### src/rtl/ring_dma_pkg.sv
package ring_dma_pkg;

  typedef enum logic [2:0] {
    ST_IDLE,
    ST_CHECK,
    ST_REQ,
    ST_WAIT,
    ST_STREAM,
    ST_DRAIN
  } eng_state_t;

  localparam logic [2:0] RA_CTRL    = 3'd0;
  localparam logic [2:0] RA_TBASE   = 3'd1;
  localparam logic [2:0] RA_COUNT   = 3'd2;
  localparam logic [2:0] RA_PGLOG   = 3'd3;
  localparam logic [2:0] RA_RELEASE = 3'd4;
  localparam logic [2:0] RA_STATUS  = 3'd5;
  localparam logic [2:0] RA_DONE    = 3'd6;
  localparam logic [2:0] RA_WIDX    = 3'd7;

endpackage

### src/rtl/ring_dma_regs.sv
module ring_dma_regs
  import ring_dma_pkg::*;
#(
  parameter int ADDR_W = 32,
  parameter int IDX_W  = 12,
  parameter int PGL_W  = 4,
  parameter int CNT_W  = 32,
  parameter int REG_W  = 32
) (
  input  logic              clk,
  input  logic              rst_n,
  input  logic              reg_we,
  input  logic [2:0]        reg_addr,
  input  logic [REG_W-1:0]  reg_wdata,
  output logic [REG_W-1:0]  reg_rdata,
  input  logic              page_done,
  input  logic              stall,
  input  logic [IDX_W-1:0]  wr_idx,
  output logic              en,
  output logic              start,
  output logic [ADDR_W-1:0] tbase,
  output logic [IDX_W-1:0]  count,
  output logic [PGL_W-1:0]  pglog,
  output logic [IDX_W-1:0]  release_idx,
  output logic              irq
);

  logic [CNT_W-1:0] done_cnt;
  logic             clr_irq;

  assign start   = reg_we && (reg_addr == RA_CTRL) && reg_wdata[0] && !en;
  assign clr_irq = reg_we && (reg_addr == RA_STATUS) && reg_wdata[0];

  always_ff @(posedge clk) begin
    if (!rst_n) begin
      en          <= 1'b0;
      tbase       <= '0;
      count       <= '0;
      pglog       <= '0;
      release_idx <= '0;
      irq         <= 1'b0;
      done_cnt    <= '0;
    end else begin
      if (reg_we) begin
        case (reg_addr)
          RA_CTRL:    en          <= reg_wdata[0];
          RA_TBASE:   tbase       <= reg_wdata[ADDR_W-1:0];
          RA_COUNT:   count       <= reg_wdata[IDX_W-1:0];
          RA_PGLOG:   pglog       <= reg_wdata[PGL_W-1:0];
          RA_RELEASE: release_idx <= reg_wdata[IDX_W-1:0];
          default: ;
        endcase
      end
      if (page_done) begin
        irq      <= 1'b1;
        done_cnt <= done_cnt + 1'b1;
      end else if (clr_irq) begin
        irq <= 1'b0;
      end
    end
  end

  always_comb begin
    case (reg_addr)
      RA_CTRL:    reg_rdata = REG_W'(en);
      RA_TBASE:   reg_rdata = REG_W'(tbase);
      RA_COUNT:   reg_rdata = REG_W'(count);
      RA_PGLOG:   reg_rdata = REG_W'(pglog);
      RA_RELEASE: reg_rdata = REG_W'(release_idx);
      RA_STATUS:  reg_rdata = REG_W'({stall, irq});
      RA_DONE:    reg_rdata = REG_W'(done_cnt);
      default:    reg_rdata = REG_W'(wr_idx);
    endcase
  end

  // completion sets the interrupt level
  p_irq_set_r6: assert property (@(posedge clk) disable iff (!rst_n)
    page_done |=> irq);

  // the level falls only through a clear write
  p_irq_clear_r6: assert property (@(posedge clk) disable iff (!rst_n)
    $fell(irq) |-> $past(clr_irq));

  // one count per completed page
  p_done_step_r7: assert property (@(posedge clk) disable iff (!rst_n)
    page_done |=> done_cnt == $past(done_cnt) + 1'b1);

endmodule

### src/rtl/ring_dma_ring.sv
module ring_dma_ring #(
  parameter int IDX_W = 12
) (
  input  logic [IDX_W-1:0] count,
  input  logic [IDX_W-1:0] release_idx,
  input  logic [IDX_W-1:0] idx,
  output logic [IDX_W-1:0] idx_next,
  output logic             full
);

  logic [IDX_W:0] cnt_eff;
  logic [IDX_W:0] inc;

  assign cnt_eff  = (count == '0) ? (IDX_W+1)'(1) : {1'b0, count};
  assign inc      = {1'b0, idx} + 1'b1;
  assign idx_next = (inc >= cnt_eff) ? '0 : inc[IDX_W-1:0];
  assign full     = (idx_next == release_idx);

endmodule

### src/rtl/ring_dma_engine.sv
module ring_dma_engine
  import ring_dma_pkg::*;
#(
  parameter int ADDR_W      = 32,
  parameter int DATA_W      = 32,
  parameter int IDX_W       = 12,
  parameter int PG_LOG2_MAX = 12,
  parameter int PGL_W       = 4
) (
  input  logic              clk,
  input  logic              rst_n,
  input  logic              en,
  input  logic              start,
  input  logic [ADDR_W-1:0] tbase,
  input  logic [PGL_W-1:0]  pglog_cfg,
  input  logic              full,
  input  logic [IDX_W-1:0]  idx_next,
  output logic [IDX_W-1:0]  entry_idx,
  input  logic              s_valid,
  output logic              s_ready,
  input  logic [DATA_W-1:0] s_data,
  output logic              tab_req_valid,
  input  logic              tab_req_ready,
  output logic [ADDR_W-1:0] tab_req_addr,
  input  logic              tab_rsp_valid,
  input  logic [ADDR_W-1:0] tab_rsp_data,
  output logic              wr_valid,
  input  logic              wr_ready,
  output logic [ADDR_W-1:0] wr_addr,
  output logic [DATA_W-1:0] wr_data,
  output logic              page_done,
  output logic              stall
);

  localparam int OFF_W = PG_LOG2_MAX;

  eng_state_t        state;
  logic [ADDR_W-1:0] pg_base;
  logic [PGL_W-1:0]  pg_cur;
  logic [PGL_W-1:0]  pg_eff;
  logic [OFF_W-1:0]  offset;
  logic [OFF_W-1:0]  last_off;
  logic              last_pending;
  logic              wr_free;
  logic              accept;

  assign pg_eff   = (pglog_cfg > PGL_W'(PG_LOG2_MAX)) ? PGL_W'(PG_LOG2_MAX) : pglog_cfg;
  assign last_off = OFF_W'((32'd1 << pg_cur) - 32'd1);

  assign wr_free       = !wr_valid || wr_ready;
  assign s_ready       = en && (state == ST_STREAM) && wr_free;
  assign accept        = s_valid && s_ready;
  assign tab_req_valid = (state == ST_REQ);
  assign tab_req_addr  = tbase + ADDR_W'({entry_idx, 2'b00});
  assign page_done     = wr_valid && wr_ready && last_pending;
  assign stall         = en && (state == ST_CHECK) && full;

  always_ff @(posedge clk) begin
    if (!rst_n) begin
      state        <= ST_IDLE;
      entry_idx    <= '0;
      pg_base      <= '0;
      pg_cur       <= '0;
      offset       <= '0;
      last_pending <= 1'b0;
      wr_valid     <= 1'b0;
      wr_addr      <= '0;
      wr_data      <= '0;
    end else begin
      if (wr_valid && wr_ready) begin
        wr_valid     <= 1'b0;
        last_pending <= 1'b0;
      end
      if (page_done) entry_idx <= idx_next;

      if (start) begin
        state     <= ST_CHECK;
        entry_idx <= '0;
        offset    <= '0;
      end else if (!en) begin
        case (state)
          ST_IDLE: ;
          ST_REQ:  if (tab_req_ready) state <= ST_WAIT;
          ST_WAIT: if (tab_rsp_valid) state <= ST_IDLE;
          default: if (wr_free) state <= ST_IDLE;
        endcase
      end else begin
        case (state)
          ST_CHECK: if (!full) state <= ST_REQ;
          ST_REQ:   if (tab_req_ready) state <= ST_WAIT;
          ST_WAIT: begin
            if (tab_rsp_valid) begin
              pg_base <= tab_rsp_data;
              pg_cur  <= pg_eff;
              offset  <= '0;
              state   <= ST_STREAM;
            end
          end
          ST_STREAM: begin
            if (accept) begin
              wr_valid <= 1'b1;
              wr_addr  <= pg_base + ADDR_W'({offset, 2'b00});
              wr_data  <= s_data;
              if (offset == last_off) begin
                last_pending <= 1'b1;
                state        <= ST_DRAIN;
              end else begin
                offset <= offset + 1'b1;
              end
            end
          end
          ST_DRAIN: if (page_done) state <= ST_CHECK;
          default: ;
        endcase
      end
    end
  end

  // a pending table request keeps valid and address
  p_req_hold_r2: assert property (@(posedge clk) disable iff (!rst_n)
    tab_req_valid && !tab_req_ready |=> tab_req_valid && $stable(tab_req_addr));

  // a pending write keeps address and data
  p_wr_hold_r9: assert property (@(posedge clk) disable iff (!rst_n)
    wr_valid && !wr_ready |=> wr_valid && $stable(wr_addr) && $stable(wr_data));

  // a fetch starts only after the ring showed room
  p_no_overrun_r5: assert property (@(posedge clk) disable iff (!rst_n)
    (state == ST_REQ) && ($past(state) == ST_CHECK) |-> $past(!full));

  // page completion moves to the ring successor
  p_wrap_r4: assert property (@(posedge clk) disable iff (!rst_n)
    page_done && !start |=> entry_idx == $past(idx_next));

  // the word offset stays inside the page
  p_offset_r3: assert property (@(posedge clk) disable iff (!rst_n)
    (state == ST_STREAM) |-> offset <= last_off);

  // no new fetch begins while disabled
  p_stop_r8: assert property (@(posedge clk) disable iff (!rst_n)
    !en && !start |=> !tab_req_valid || $past(tab_req_valid));

endmodule

### src/rtl/ring_page_dma.sv
module ring_page_dma #(
  parameter int ADDR_W      = 32,
  parameter int DATA_W      = 32,
  parameter int IDX_W       = 12,
  parameter int PG_LOG2_MAX = 12,
  parameter int CNT_W       = 32
) (
  input  logic              clk,
  input  logic              rst_n,
  input  logic              reg_we,
  input  logic [2:0]        reg_addr,
  input  logic [31:0]       reg_wdata,
  output logic [31:0]       reg_rdata,
  input  logic              s_valid,
  output logic              s_ready,
  input  logic [DATA_W-1:0] s_data,
  output logic              tab_req_valid,
  input  logic              tab_req_ready,
  output logic [ADDR_W-1:0] tab_req_addr,
  input  logic              tab_rsp_valid,
  input  logic [ADDR_W-1:0] tab_rsp_data,
  output logic              wr_valid,
  input  logic              wr_ready,
  output logic [ADDR_W-1:0] wr_addr,
  output logic [DATA_W-1:0] wr_data,
  output logic              irq
);

  localparam int PGL_W = $clog2(PG_LOG2_MAX + 1);

  logic              en;
  logic              start;
  logic [ADDR_W-1:0] tbase;
  logic [IDX_W-1:0]  count;
  logic [PGL_W-1:0]  pglog;
  logic [IDX_W-1:0]  release_idx;
  logic [IDX_W-1:0]  entry_idx;
  logic [IDX_W-1:0]  idx_next;
  logic              full;
  logic              page_done;
  logic              stall;

  ring_dma_regs #(
    .ADDR_W(ADDR_W), .IDX_W(IDX_W), .PGL_W(PGL_W), .CNT_W(CNT_W), .REG_W(32)
  ) u_regs (
    .clk(clk), .rst_n(rst_n),
    .reg_we(reg_we), .reg_addr(reg_addr), .reg_wdata(reg_wdata), .reg_rdata(reg_rdata),
    .page_done(page_done), .stall(stall), .wr_idx(entry_idx),
    .en(en), .start(start), .tbase(tbase), .count(count), .pglog(pglog),
    .release_idx(release_idx), .irq(irq)
  );

  ring_dma_ring #(.IDX_W(IDX_W)) u_ring (
    .count(count), .release_idx(release_idx), .idx(entry_idx),
    .idx_next(idx_next), .full(full)
  );

  ring_dma_engine #(
    .ADDR_W(ADDR_W), .DATA_W(DATA_W), .IDX_W(IDX_W),
    .PG_LOG2_MAX(PG_LOG2_MAX), .PGL_W(PGL_W)
  ) u_eng (
    .clk(clk), .rst_n(rst_n), .en(en), .start(start), .tbase(tbase),
    .pglog_cfg(pglog), .full(full), .idx_next(idx_next), .entry_idx(entry_idx),
    .s_valid(s_valid), .s_ready(s_ready), .s_data(s_data),
    .tab_req_valid(tab_req_valid), .tab_req_ready(tab_req_ready),
    .tab_req_addr(tab_req_addr), .tab_rsp_valid(tab_rsp_valid),
    .tab_rsp_data(tab_rsp_data), .wr_valid(wr_valid), .wr_ready(wr_ready),
    .wr_addr(wr_addr), .wr_data(wr_data), .page_done(page_done), .stall(stall)
  );

endmodule

### config.mk
export PLATFORM = sky130hd
export DESIGN_NAME = ring_page_dma
export DESIGN_NICKNAME = d
export VERILOG_FILES = /design/src/rtl/ring_dma_pkg.sv /design/src/rtl/ring_dma_regs.sv /design/src/rtl/ring_dma_ring.sv /design/src/rtl/ring_dma_engine.sv /design/src/rtl/ring_page_dma.sv
export SDC_FILE = /design/constraint.sdc
export NUM_CORES = 1
export LEC_CHECK = 0
export BUFFER_PORTS_ARGS = -buffer_cell sky130_fd_sc_hd__clkbuf_2
export CAP_MARGIN = 15
export CORE_MARGIN = 4
export CORE_UTILIZATION = 35
export DETAILED_ROUTE_END_ITERATION = 10
export HOLD_SLACK_MARGIN = 0.03
export PLACE_DENSITY = 0.52
export SYNTH_ARGS = -nofsm -noshare
export SYNTH_HDL_FRONTEND = slang
export SYNTH_SLANG_ARGS = --single-unit
### constraint.sdc
create_clock -name clk -period 7.1 [get_ports clk]
set_clock_uncertainty 0.2 [all_clocks]
set_input_delay 0.71 -clock clk [delete_from_list [all_inputs] [get_ports clk]]
set_output_delay 0.71 -clock clk [all_outputs]
set_load 0.005 [all_outputs]
==> results of run 1 <==
-- cells by family after synthesis --
kind of cell,share of synthesized area
buffers and inverters,0.0440
flip-flops,0.356
AND/OR/NAND/NOR,0.259
AO/OA/AOI/OAI,0.209
multiplexers,0.0149
XOR/XNOR,0.0735
adder cells (fa/ha/maj),0.0432
-- final cells by class --
cell class                      instances  area (sq um)  area share
Inverter                               31           116     0.00786
Tap cell                              461           577      0.0390
Clock buffer                           38           776      0.0524
Multi-Input combinational cell       1223          7520       0.508
Clock inverter                          9          75.1     0.00507
Timing Repair Buffer                  247          1260      0.0854
Antenna cell                            1          2.50    0.000169
Sequential cell                       223          4460       0.302
-- flip-flops by register name (all words and copies together) (netlist names), 3 cells and up --
signal	count
u_eng.pg_cur	4
u_eng.wr_addr	32
u_eng.wr_data	32
u_eng.offset	12
u_eng.entry_idx	12
u_regs.done_cnt	32
u_regs.count	12
u_eng.state	3
u_eng.pg_base	32
u_regs.release_idx	12
u_regs.tbase	32
u_regs.pglog	4
-- Yosys cell counts, types with 11 or more instances --
cell type,number,area [sq um]
sky130_fd_sc_hd__a21boi_0,141,1060
sky130_fd_sc_hd__a21oi_1,68,340
sky130_fd_sc_hd__a221oi_1,11,96.3
sky130_fd_sc_hd__a22o_1,21,184
sky130_fd_sc_hd__and2_1,52,325
sky130_fd_sc_hd__and3_1,22,138
sky130_fd_sc_hd__clkbuf_1,70,263
sky130_fd_sc_hd__dfxtp_1,223,4460
sky130_fd_sc_hd__ha_1,40,500
sky130_fd_sc_hd__inv_1,31,116
sky130_fd_sc_hd__mux2i_1,13,130
sky130_fd_sc_hd__nand2_1,355,1330
sky130_fd_sc_hd__nand2b_1,13,81.3
sky130_fd_sc_hd__nand3_1,55,275
sky130_fd_sc_hd__nand4_1,16,100
sky130_fd_sc_hd__nor2_1,75,282
sky130_fd_sc_hd__nor2b_1,23,144
sky130_fd_sc_hd__nor3_1,16,80.1
sky130_fd_sc_hd__o21ai_0,48,240
sky130_fd_sc_hd__or3_1,13,81.3
sky130_fd_sc_hd__xnor2_1,45,394
sky130_fd_sc_hd__xor2_1,55,482
-- through the flow --
step	hold slack, ns	utilization	instances	setup slack, ns
CTS	0.160	0.418	2231	1.64
floorplan	0.241	-	1572	3.23
global route	0.179	0.418	2233	1.29
global placement	0.253	0.394	2184	2.33
detailed placement	0.261	0.394	2184	2.22
finish	0.185	0.418	2233	1.69
-- cells in the final DEF (no fill, tap or decap), types with 8 or more instances in the layout --
master,count
sky130_fd_sc_hd__a21boi_0,141
sky130_fd_sc_hd__a21o_1,9
sky130_fd_sc_hd__a21oi_1,68
sky130_fd_sc_hd__a221oi_1,11
sky130_fd_sc_hd__a22o_1,21
sky130_fd_sc_hd__a31oi_1,9
sky130_fd_sc_hd__and2_1,51
sky130_fd_sc_hd__and3_1,21
sky130_fd_sc_hd__buf_4,10
sky130_fd_sc_hd__clkbuf_16,26
sky130_fd_sc_hd__clkbuf_2,236
sky130_fd_sc_hd__clkbuf_8,8
sky130_fd_sc_hd__dfxtp_1,223
sky130_fd_sc_hd__ha_1,40
sky130_fd_sc_hd__inv_1,31
sky130_fd_sc_hd__mux2i_1,13
sky130_fd_sc_hd__nand2_1,354
sky130_fd_sc_hd__nand2b_1,13
sky130_fd_sc_hd__nand3_1,55
sky130_fd_sc_hd__nand4_1,16
sky130_fd_sc_hd__nor2_1,74
sky130_fd_sc_hd__nor2b_1,23
sky130_fd_sc_hd__nor3_1,15
sky130_fd_sc_hd__nor4_1,10
sky130_fd_sc_hd__o21ai_0,48
sky130_fd_sc_hd__or3_1,13
sky130_fd_sc_hd__xnor2_1,45
sky130_fd_sc_hd__xor2_1,55
-- worst max-delay path by stage --
stage                  startpoint      endpoint  slack, ns  depth (start not counted)
2_1_floorplan  u_eng.entry_idx[0]  reg_rdata[1]       3.23                         14
4_1_cts        u_eng.entry_idx[0]  reg_rdata[1]       1.64                         14
5_1_grt        u_eng.entry_idx[0]  reg_rdata[1]       1.29                         14
3_5_place_dp   u_eng.entry_idx[0]  reg_rdata[1]       2.22                         14
6_report       u_eng.entry_idx[0]  reg_rdata[1]       1.69                         14
3_3_place_gp   u_eng.entry_idx[0]  reg_rdata[1]       2.33                         14
-- routing by layer --
| metal | global-route usage | wire length (um) | vias to the layer above |
|---|---|---|---|
| met5 | 0 | 40 | - |
| met4 | 0.0460 | 953 | 6 |
| met3 | 0.0462 | 2740 | 68 |
| met2 | 0.306 | 17600 | 321 |
| met1 | 0.249 | 17000 | 5322 |
| li1 | - | - | 5799 |
-- worst max-delay path, stage by stage, from the launching register on --
cell	delay (ns)
sky130_fd_sc_hd__dfxtp_1	0.56
sky130_fd_sc_hd__ha_1	0.35
sky130_fd_sc_hd__nand3_1	0.17
sky130_fd_sc_hd__xor2_1	0.33
sky130_fd_sc_hd__inv_1	0.08
sky130_fd_sc_hd__ha_1	0.32
sky130_fd_sc_hd__o211a_1	0.14
sky130_fd_sc_hd__o31ai_1	0.06
sky130_fd_sc_hd__a31oi_1	0.19
sky130_fd_sc_hd__o211ai_1	0.33
sky130_fd_sc_hd__and2_1	0.43
sky130_fd_sc_hd__o32ai_1	0.34
sky130_fd_sc_hd__nand4_2	0.20
sky130_fd_sc_hd__o31ai_1	0.29
sky130_fd_sc_hd__clkbuf_2	0.17
-- power groups by stage --
stage | sequential [mW] | combinational (mW) | clock, mW
floorplan | 1.30 | 0.105 | 0
global placement | 1.31 | 0.176 | 0
detailed placement | 1.31 | 0.176 | 0
CTS | 1.28 | 0.176 | 1.35
global route | 1.28 | 0.193 | 1.40
finish | 1.28 | 0.174 | 1.31
==> results.py, run 1 <==
metrics = {
    "power_and_ir_drop": {
        "power.total_mw": 2.76,
        "power_per_cell_area_nw_per_um2": 187,
        "leakage_nw": 6.04,
        "ir_worst_vdd_v": 0.000170,
        "p_comb_frac": 0.063,
        "netSwitchingFraction": 0.242,
        "p_int_mw": 2.09,
        "power_switching_mw": 0.667,
        "clock_power_share": 0.474,
        "power_frac_seq": 0.463,
    },
    "yosys": {
        "syn-instance-count": 1572,
        "synth.yosys.seq_area_share": 0.356,
        "yosysWarningCount": 0,
        "number_of_register_bits_inferred_by_synthesis": 223,
        "synth_flop_cell": "sky130_fd_sc_hd__dfxtp_1",
        "synthesis.area_per_instance_sq_um": 7.97,
        "synthesis.nets": 1720,
        "synth-edff-count": 0,
        "synth_cell_type_count": 80,
        "async_flop_share": 0,
        "synth_area_sq_um": 12500,
    },
    "layout": {
        "fin_area_sq_um": 14800,
        "fillers": 3779,
        "syn2layout_area_growth_pct": 18.1,
        "share_of_final_layout_standard_cells_stronger_than_drive_strength_1": 0.183,
        "finish.net_count": 1900,
    },
    "min_path": {
        "holdCritStartpoint": "tab_rsp_data[31]",
        "hold_path.class": "in2reg",
        "hold_path_end": "u_eng.pg_base[31]",
        "worstHoldPathCells": 3,
    },
    "clocking": {
        "clk_latency_ns": 0.55,
        "tritoncts": "done",
        "cts_sinks": 223,
        "setup_fix_buffers_added_after_clock_tree_synthesis": 0,
        "cts-buffers-inserted": 26,
        "cts.clk_slew.worst_paths_ns": 0.06,
        "htree_levels": 1,
        "hold_bufs_at_cts": 0,
        "post_cts_resized": 0,
        "cts_max_path_buffers": 3,
        "cts_root_buf": "sky130_fd_sc_hd__clkbuf_16",
    },
    "sta": {
        "grt_setup_unrepaired": "no",
        "period_share": 0.762,
        "clock.fmax_mhz": 185,
        "finalSetupViolations": 0,
        "total_negative_setup_slack_ns": 0,
        "worst_case_headroom_to_the_max_slew_limit": 0.250,
        "hold_viol_final": 0,
        "slew_violations": 0,
        "finalCriticalPeriod_ns": 5.41,
        "timing_worst_slew_pin_value_ns": 1.12,
    },
    "routing": {
        "vias_per_cell": 5.16,
        "antenna_violating_nets_post_route": 0,
        "route.detailed.wl_per_inst_um": 17.1,
        "dr.first_iter.drc_count": 634,
        "drc": 0,
        "drt_first_pass_iters": 5,
        "routed-via-count": 11500,
        "wl_mm": 38.3,
    },
    "placement": {
        "port-buffer-count": 237,
        "placed_instance_area_sq_um": 13900,
        "detailedPlacementHpwl_mm": 27.7,
        "place_congestion": 0.908,
    },
    "grt": {
        "grt_max_degree": 131,
        "first_pass_grt_wire_length_mm": 60.0,
        "grt_overflow": 0,
        "first_global_vias": 10900,
        "number_of_antenna_violations_at_the_first_check_in_global_routing": 4,
        "global_route.usage.total": 0.187,
    },
    "critical_path": {
        "timing.reg2reg.setup_slack_ns": 2.79,
        "crit_path_arrival_time_ns": 4.50,
        "critPathCaptureType": "output pin",
        "reg2reg_depth": 14,
        "timing.rr.end": "u_eng.state[1]",
        "crit_type": "reg2out",
        "worstReg2RegStart": "u_eng.entry_idx[0]",
        "worst-path-max-fanout": 12,
        "critical_path.startpoint_type": "flip-flop",
        "required_ns": 6.19,
    },
    "floorplan": {
        "die_x_um": 197,
        "core_area_sq_um": 35400,
        "die_outline_area_sq_um": 38900,
        "row_count": 69,
        "starting_density_of_the_core": 0.354,
        "die_height_um": 197,
        "io_pins": 238,
    },
    "status": {
        "status": "complete, no violations",
    },
    "job": {
        "timing.max_cap.violations": 0,
    },
}
No activity file was read; power rests on OpenSTA's default activity.
==> inputs of run 2 (changes only) <==
ABC_AREA = 1   (was not set)
clock period = 5.55 ns   (was 7.1 ns; I/O delays follow)
==> run 2 against run 1 <==
Effect of this change:
- non-clock buffer count up 32
- critical path depth increased by 3
- register-to-register slack worse by 1.1 ns
- final area increased by 2.6%
- largest power group unchanged
- core utilization rose by 2.1 points
==> results.py, run 2 <==
metrics = {
    "grt": {
        "met1_demand_to_capacity_share_in_global_routing": 0.282,
        "first_pass_grt_wire_length_mm": 64.8,
        "grt_max_degree": 84,
        "grt_overflow": 0,
        "globalRouteMet2Util": 0.344,
        "met3_usage": 0.0280,
        "busiest_layer": "met2",
        "number_of_antenna_violations_at_the_first_check_in_global_routing": 0,
        "global_route.usage.total": 0.207,
        "first_global_vias": 11900,
    },
    "placement": {
        "placed_instance_area_sq_um": 13800,
        "placed_cells_incl_taps": 2411,
        "place_congestion": 0.925,
        "detailedPlacementHpwl_mm": 30.6,
        "place_ws_ns": 1.22,
        "port-buffer-count": 237,
    },
    "yosys": {
        "xor_xnor_fraction_of_synth_area": 0.0518,
        "synth_top_cell_area_share": 0.363,
        "synth_flop_cell": "sky130_fd_sc_hd__dfxtp_1",
        "yosysWarningCount": 0,
        "number_of_register_bits_inferred_by_synthesis": 223,
        "async_flop_share": 0,
        "synth_cell_type_count": 59,
        "synth.yosys.seq_area_share": 0.363,
        "most_frequent_cell_after_synthesis": "sky130_fd_sc_hd__nand2_1",
        "proportion_of_synthesized_area_in_mux_cells": 0,
        "synthDominantAreaCellType": "sky130_fd_sc_hd__dfxtp_1",
        "combinational_family_with_the_most_area_after_synthesis": "simple AND/OR/NAND/NOR gates",
        "synthesis.nets": 1924,
        "synth_compound_area_frac": 0.187,
        "synth-edff-count": 0,
        "synthesis.area_per_instance_sq_um": 6.92,
        "synth_area_sq_um": 12300,
        "syn-instance-count": 1776,
        "synth_adder_area_share": 0.0440,
        "netlist_top_cells_count": "sky130_fd_sc_hd__nand2_1 (285), sky130_fd_sc_hd__nor2_1 (268), sky130_fd_sc_hd__dfxtp_1 (223)",
        "ys_top_cells_by_area": "sky130_fd_sc_hd__dfxtp_1 (36%), sky130_fd_sc_hd__nand2_1 (8.7%), sky130_fd_sc_hd__nor2_1 (8.2%), sky130_fd_sc_hd__o21ai_0 (7.6%), sky130_fd_sc_hd__a21oi_1 (5.8%)",
        "synthSimpleGateAreaFrac": 0.265,
    },
    "critical_path": {
        "crit_chain": "ha_1, nand2_2, nor2_4, nand2_2, nor2_4, xor2_2, ha_1, a21o_1, a21oi_2, buf_4, nand3_2, a21oi_1, nand3_1, nor2_2, nand3_1, a22oi_1, clkbuf_2",
        "crit_type": "reg2out",
        "critical_path.startpoint_type": "flip-flop",
        "required_ns": 4.80,
        "critPathCaptureType": "output pin",
        "crit_path_arrival_time_ns": 4.20,
        "critPathMaxStageDelay_ns": 0.67,
        "timing.critical_path.slowest_stage_cell": "sky130_fd_sc_hd__a21oi_2",
        "worst-path-max-fanout": 19,
    },
    "layout": {
        "fin_area_sq_um": 15200,
        "finish.net_count": 2164,
        "most_frequent_cells_in_the_layout": "sky130_fd_sc_hd__nand2_1 (285), sky130_fd_sc_hd__nor2_1 (268), sky130_fd_sc_hd__clkbuf_2 (236), sky130_fd_sc_hd__dfxtp_1 (223), sky130_fd_sc_hd__inv_1 (190)",
        "syn2layout_area_growth_pct": 23.5,
        "area_of_the_multi_input_gates_sq_um": 6740,
        "share_of_final_layout_standard_cells_stronger_than_drive_strength_1": 0.186,
        "antenna-diode-count": 0,
        "fillers": 3604,
        "most_common_cell_after_layout_fill_and_taps_aside": "sky130_fd_sc_hd__nand2_1",
        "register_area_sq_um": 4460,
        "finalNonFillerCells": 2493,
    },
    "power_and_ir_drop": {
        "ir_worst_vdd_v": 0.000244,
        "power_per_cell_area_nw_per_um2": 269,
        "power.total_mw": 4.08,
        "leakage_nw": 6.71,
    },
    "floorplan": {
        "row_count": 68,
        "starting_density_of_the_core": 0.355,
        "io_pins": 238,
        "core_area_sq_um": 34600,
        "die_x_um": 195,
        "die_height_um": 195,
        "die_outline_area_sq_um": 38200,
    },
    "sta": {
        "period_share": 0.893,
        "slew_violations": 0,
        "finalSetupViolations": 0,
        "worst_case_headroom_to_the_max_slew_limit": 0.308,
        "clock.fmax_mhz": 202,
        "total_negative_setup_slack_ns": 0,
        "finalCriticalPeriod_ns": 4.96,
        "finalWorstSetupSlack_ns": 0.593,
        "grt_setup_unrepaired": "no",
        "timing_worst_slew_pin_value_ns": 1.04,
        "hold_viol_final": 0,
    },
    "routing": {
        "route.detailed.wl_per_inst_um": 16.5,
        "antenna_violating_nets_post_route": 0,
        "drt_first_pass_iters": 5,
        "vias_per_cell": 4.94,
        "routed-via-count": 12300,
        "drc": 0,
        "wl_mm": 41.0,
        "dr.first_iter.drc_count": 832,
    },
    "clocking": {
        "cts-buffers-inserted": 28,
        "hold_bufs_at_cts": 30,
        "cts_root_buf": "sky130_fd_sc_hd__clkbuf_16",
        "tritoncts": "done",
        "cts.clk_slew.worst_paths_ns": 0.06,
        "htree_levels": 1,
        "cts_sinks": 223,
        "cts_max_path_buffers": 3,
        "setup_fix_buffers_added_after_clock_tree_synthesis": 0,
        "clk_latency_ns": 0.55,
        "post_cts_resized": 0,
    },
    "min_path": {
        "hold_path.class": "in2reg",
    },
    "status": {
        "status": "complete, no violations",
    },
    "job": {
        "timing.max_cap.violations": 0,
    },
}
[run 2: path summary, 6_finish.rpt]
check / slack [ns] / cells after the start / start / to
min reg2reg: 0.28 / 2 / u_regs.done_cnt[31] / u_regs.done_cnt[31]
min: 0.06 / 3 / reg_wdata[24] / u_regs.tbase[24]
max: 0.59 / 17 / u_eng.entry_idx[1] / reg_rdata[1]
max reg2reg: 1.65 / 19 / u_eng.entry_idx[1] / u_eng.state[1]
[run 2: critical path: cells and delay by family (launching register included)]
| kind | cells | cell delay [ns] |
|---|---|---|
| AOI/OAI and AO/OA | 4 | 1.22 |
| and+or+nand+nor | 8 | 0.91 |
| adders and majority gates | 2 | 0.50 |
| buffers and inverters | 2 | 0.42 |
| DFF | 1 | 0.40 |
| xor gates and xnor gates | 1 | 0.18 |
[run 2: layout make-up]
| type | instances | share of cell area |
|---|---|---|
| tap | 455 | 0.0375 |
| clock inverter | 14 | 0.0163 |
| inverter | 210 | 0.0520 |
| clock buffer | 38 | 0.0526 |
| multi-input combinational | 1274 | 0.444 |
| sequential | 223 | 0.294 |
| timing repair buffer | 279 | 0.104 |
[run 2: kinds of logic (layout without fill, tap and decap cells)]
group                    Yosys count  in the layout
buffers and inverters            279            541
flip-flops                       223            223
AND/OR/NAND/NOR                  743            743
XOR/XNOR                          71             71
adder cells (fa/ha/maj)           42             42
AO/OA/AOI/OAI                    418            418
[run 2: metrics by stage]
step | utilization | hold slack (ns)
finish | 0.439 | 0.0553
global route | 0.439 | 0.0474
CTS | 0.439 | 0.0307
detailed placement | 0.400 | 0.270
global placement | 0.400 | 0.262
floorplan | - | 0.239
[run 2: routing by layer]
metal,wire length (um),up-vias
met5,0,-
met3,1590,69
met2,19000,263
met4,1210,0
li1,-,6345
met1,19200,5632
[run 2: where the power goes]
group / switching [mW] / internal [mW] / total, mW / leakage (nW)
registers: 0.0260 / 1.63 / 1.66 / 1.80
clock network: 0.735 / 1.33 / 2.06 / 0.515
logic: 0.228 / 0.137 / 0.365 / 4.39
